File: src/rtl/tc_pkg.sv
package tc_pkg;
  typedef enum logic [1:0] {
    SEL_COUNT  = 2'b00,
    SEL_PERIOD = 2'b01,
    SEL_DIR    = 2'b10,
    SEL_NONE   = 2'b11
  } tc_sel_e;

  typedef enum logic {
    DIR_UP   = 1'b0,
    DIR_DOWN = 1'b1
  } tc_dir_e;
endpackage

File: src/rtl/tc_cfg_regs.sv
module tc_cfg_regs
  import tc_pkg::*;
#(
  parameter int unsigned WIDTH = 16,
  parameter logic [WIDTH-1:0] RST_PERIOD = '1
) (
  input  logic             clk_i,
  input  logic             rst_ni,
  input  logic             wr_en_i,
  input  tc_sel_e          wr_sel_i,
  input  logic [WIDTH-1:0] wr_data_i,
  output logic [WIDTH-1:0] period_o,
  output tc_dir_e          dir_o
);
  logic per_we, dir_we;

  assign per_we = wr_en_i && (wr_sel_i == SEL_PERIOD);
  assign dir_we = wr_en_i && (wr_sel_i == SEL_DIR);

  // unbuffered: new top applies from the next step
  always_ff @(posedge clk_i or negedge rst_ni) begin
    if (!rst_ni)     period_o <= RST_PERIOD;
    else if (per_we) period_o <= wr_data_i;
  end

  always_ff @(posedge clk_i or negedge rst_ni) begin
    if (!rst_ni)     dir_o <= DIR_UP;
    else if (dir_we) dir_o <= tc_dir_e'(wr_data_i[0]);
  end
endmodule

File: src/rtl/tc_next_calc.sv
module tc_next_calc
  import tc_pkg::*;
#(
  parameter int unsigned WIDTH = 16
) (
  input  logic [WIDTH-1:0] count_i,
  input  logic [WIDTH-1:0] period_i,
  input  tc_dir_e          dir_i,
  output logic [WIDTH-1:0] next_o,
  output logic             wrap_o
);
  localparam logic [WIDTH-1:0] CNT_MAX = '1;

  logic at_top, at_max, at_bot;

  assign at_top = (count_i == period_i);
  assign at_max = (count_i == CNT_MAX);
  assign at_bot = (count_i == '0);

  always_comb begin
    if (dir_i == DIR_UP) begin
      // count above top runs on to max before wrapping
      wrap_o = at_top || at_max;
      next_o = wrap_o ? '0 : count_i + 1'b1;
    end else begin
      wrap_o = at_bot;
      next_o = wrap_o ? period_i : count_i - 1'b1;
    end
  end
endmodule

File: src/rtl/bidir_timer.sv
module bidir_timer
  import tc_pkg::*;
#(
  parameter int unsigned WIDTH = 16,
  parameter logic [WIDTH-1:0] RST_PERIOD = '1
) (
  input  logic             clk_i,
  input  logic             rst_ni,
  input  logic             cnt_en_i,
  input  logic             wr_en_i,
  input  logic [1:0]       wr_sel_i,
  input  logic [WIDTH-1:0] wr_data_i,
  output logic [WIDTH-1:0] count_o,
  output logic [WIDTH-1:0] period_o,
  output logic             dir_o,
  output logic             event_o
);
  tc_sel_e          sel;
  tc_dir_e          dir;
  logic [WIDTH-1:0] cnt_q, cnt_nxt;
  logic             wrap, cnt_we, evt_q;

  assign sel    = tc_sel_e'(wr_sel_i);
  assign cnt_we = wr_en_i && (sel == SEL_COUNT);

  tc_cfg_regs #(.WIDTH(WIDTH), .RST_PERIOD(RST_PERIOD)) u_cfg (
    .clk_i     (clk_i),
    .rst_ni    (rst_ni),
    .wr_en_i   (wr_en_i),
    .wr_sel_i  (sel),
    .wr_data_i (wr_data_i),
    .period_o  (period_o),
    .dir_o     (dir)
  );

  tc_next_calc #(.WIDTH(WIDTH)) u_calc (
    .count_i  (cnt_q),
    .period_i (period_o),
    .dir_i    (dir),
    .next_o   (cnt_nxt),
    .wrap_o   (wrap)
  );

  // software write beats step, wrap and reload
  always_ff @(posedge clk_i or negedge rst_ni) begin
    if (!rst_ni)       cnt_q <= '0;
    else if (cnt_we)   cnt_q <= wr_data_i;
    else if (cnt_en_i) cnt_q <= cnt_nxt;
  end

  always_ff @(posedge clk_i or negedge rst_ni) begin
    if (!rst_ni) evt_q <= 1'b0;
    else         evt_q <= cnt_en_i && !cnt_we && wrap;
  end

  assign count_o = cnt_q;
  assign dir_o   = dir;
  assign event_o = evt_q;
endmodule

File: config.mk
export PLATFORM = sky130hd
export DESIGN_NAME = bidir_timer
export DESIGN_NICKNAME = d
export VERILOG_FILES = /design/src/rtl/tc_pkg.sv /design/src/rtl/tc_cfg_regs.sv /design/src/rtl/tc_next_calc.sv /design/src/rtl/bidir_timer.sv
export SDC_FILE = /design/constraint.sdc
export NUM_CORES = 1
export LEC_CHECK = 0
export ABC_AREA = 1
export ABC_CLOCK_PERIOD_IN_PS = 5800
export CAP_MARGIN = 10
export CORE_MARGIN = 3
export CORE_UTILIZATION = 55
export DETAILED_ROUTE_END_ITERATION = 8
export GPL_ROUTABILITY_DRIVEN = 0
export PLACE_DENSITY = 0.84
export SETUP_SLACK_MARGIN = 0.4
export SYNTH_ARGS = -nofsm -noshare
export SYNTH_HDL_FRONTEND = slang
export SYNTH_HIERARCHICAL = 1
export SYNTH_SLANG_ARGS = --single-unit
File: constraint.sdc
create_clock -name clk_i -period 5.8 [get_ports clk_i]
set_input_delay 1.16 -clock clk_i [delete_from_list [all_inputs] [get_ports clk_i]]
set_output_delay 1.16 -clock clk_i [all_outputs]
set_load 0.1 [all_outputs]
==> impl_metrics.py <==
metrics = {
    "sta": {
        "finalSetupTns_ns": 0,
        "rsz0062_at_grt": "false",
        "tightest_slew_ns": 0.979,
        "finalMaxSlewViolations": 0,
        "fmax_mhz": 289,
        "fin_crit_sh": 0.598,
        "fin_worst_skew_ns": 0.00499,
        "whs_ns": 0.487,
        "hold_viol": 0,
        "setup_ws_ns": 2.33,
        "period_minus_slack_ns": 3.47,
        "setup_violations": 0,
        "relSlewSlack": 0.346,
    },
    "hold_path": {
        "whs_path_depth": 2,
        "min_path_type": "register to register",
    },
    "setup_path": {
        "cp_slowest_cell": "clkdlybuf4s50_1",
        "endpoint_kind": "primary output",
        "path_cells": "clkdlybuf4s50_1",
        "crit_cells": 1,
        "cp_num_buf_inv": 1,
        "cpPeakStageDelay_ns": 1.26,
        "cp_max_fo": 16,
        "cpLargestDelayFamily": "buffers and inverters",
        "path_class": "register to primary output",
        "critPathArrivalTime_ns": 2.31,
        "worstSetupStartpointType": "register",
        "worstRegToRegCells": 13,
        "worstPathRequired_ns": 4.64,
    },
    "place": {
        "hpwl_um": 7130,
        "place_ws_ns": 2.66,
        "placed_cell_area_um2": 3850,
        "port_buffers": 55,
    },
    "routing": {
        "drc": 0,
        "detail-route-antenna-nets": 0,
        "drt_iter0_drc": 471,
        "avgViaCountPerCell": 5.64,
        "drt_pass1_iterations": 5,
        "routed_wirelength_um": 9630,
        "wire_per_inst_um": 14.5,
        "vias": 3744,
    },
    "global_route": {
        "grtUsageTotal": 0.271,
        "grt_remaining_overflow": 0,
        "grt_antenna_before_repair": 0,
        "grt_start_max_net_pins": 37,
        "grt_pass1_wl_um": 16100,
        "grt_pass1_vias": 3422,
    },
    "yosys": {
        "ys_seq_area_frac": 0.254,
        "post_synth.cell_area_avg_um2": 6.21,
        "synth_edf_count": 0,
        "synth_top_family_by_area": "simple AND/OR/NAND/NOR gates",
        "synthXorXnorAreaFrac": 0.0281,
        "synthFlopType": "dfrtp_1",
        "synth_adder_area_share": 0.0109,
        "ys_seq_elements": 34,
        "synthDistinctLibCells": 33,
        "syn_area_um2": 3430,
        "synthCells": 553,
        "async_reset_ff_frac": 1.00,
        "yosys.area_share.simple": 0.516,
        "yosysWarnings": 6,
        "synth_compound_area_frac": 0.0536,
        "muxShareOfSynthArea": 0,
        "syn_nets": 578,
    },
    "floorplanning": {
        "die_x_um": 85.0,
        "start_util": 0.573,
        "core_area_um2": 5990,
        "rows": 28,
        "fp.dieH_um": 85.0,
        "dieArea_um2": 7230,
        "io_pins": 56,
    },
    "finish": {
        "fin_area_um2": 3940,
        "multi_input_area_um2": 2090,
        "final_nets": 613,
        "seq_area_um2": 871,
        "diodes": 0,
        "fill_cells": 522,
        "drive_above_1_share": 0.109,
        "syn2layout_area_growth_pct": 14.7,
    },
    "clock_network": {
        "clock_path_buffers": 2,
        "cts.sinks": 34,
        "postCtsSetupBuffers": 0,
        "cts_tree": "done",
        "clk_latency_ns": 0.28,
        "cts_buffers": 5,
        "cts.clk_slew.worst_paths_ns": 0.06,
        "ctsHoldBuffers": 0,
        "ctsRootBufferMaster": "clkbuf_8",
        "htree_levels": 2,
        "ctsResizeCount": 0,
    },
    "flow_run": {
        "drv_cap": 0,
    },
    "power": {
        "irDropWorstVdd_v": 0.000381,
        "power.leakage_nw": 2.06,
        "p_per_area_nw_per_um2": 394,
    },
    "run_status": {
        "status": "finished, final reports clean",
    },
}
[registers in the layout, summed over array words and instances, names as in the netlist]
name and count:
u_cfg/dir_o 1, u_cfg/period_o 16, event_o 1, count_o 16
[routing by layer]
| layer | up-vias | global-route usage | wire, µm |
|---|---|---|---|
| li1 | 1830 | - | - |
| met1 | 1679 | 0.373 | 4150 |
| met2 | 203 | 0.442 | 4370 |
| met3 | 32 | 0.0320 | 814 |
| met4 | 0 | 0.0921 | 291 |
| met5 | - | 0 | 0 |
[kinds of logic after synthesis]
logic type / after synthesis
compound gates: 27
buf+inv: 90
xor+xnor: 11
simple gates: 388
flops: 34
fa+ha+maj: 3
[report_power, final]
group / switching (mW) / internal (mW)
combinational: 0.679 / 0.257
sequential: 0.140 / 0.299
clock: 0.0824 / 0.0968
[cells in the mapped netlist (all sizes together) (6+ instances only)]
library cell | count | area (µm²)
o211ai | 6 | 75.1
nand2 | 237 | 907
dfstp | 16 | 420
nand3 | 62 | 353
xor2 | 11 | 96.3
buf | 28 | 241
nand4 | 34 | 213
inv | 61 | 229
o21ai | 15 | 75.1
dfrtp | 18 | 450
nor2 | 47 | 235
[stage by stage]
step                power, mW  utilization  cells
floorplan                1.16            -    553
global placement         1.35        0.642    656
detailed placement       1.36        0.642    656
CTS                      1.55        0.657    664
global route             1.65        0.657    664
finish                   1.55        0.657    664
[final timing paths]
kind / to / startpoint / slack [ns]
max in group asynchronous: u_cfg/period_o[9] / rst_ni / 4.19
max reg2reg: count_o[12] / count_o[0] / 3.24
max: dir_o / u_cfg/dir_o / 2.33
min reg2reg: u_cfg/period_o[11] / u_cfg/period_o[11] / 0.49
min: u_cfg/period_o[11] / u_cfg/period_o[11] / 0.49
min in group asynchronous: count_o[12] / rst_ni / 1.28
[area by class of cell]
type	count	area share
clock buffer	8	0.0229
inverter	61	0.0581
multi-input combinational	429	0.530
sequential	34	0.221
tap	75	0.0238
timing repair buffer	57	0.144
[layout by cell type, fill, tap and decap left out, drive strengths merged, types with 2 or more instances in the layout]
master,n
nor2,47
o21ai,15
dfrtp,18
buf,2
o211ai,6
clkbuf,8
nand4,34
nor3,4
clkdlybuf4s50,55
dfstp,16
nand3,62
xor2,11
a21oi,4
ha,3
inv,61
nand2,237
Power figures use the tool's default switching activity.
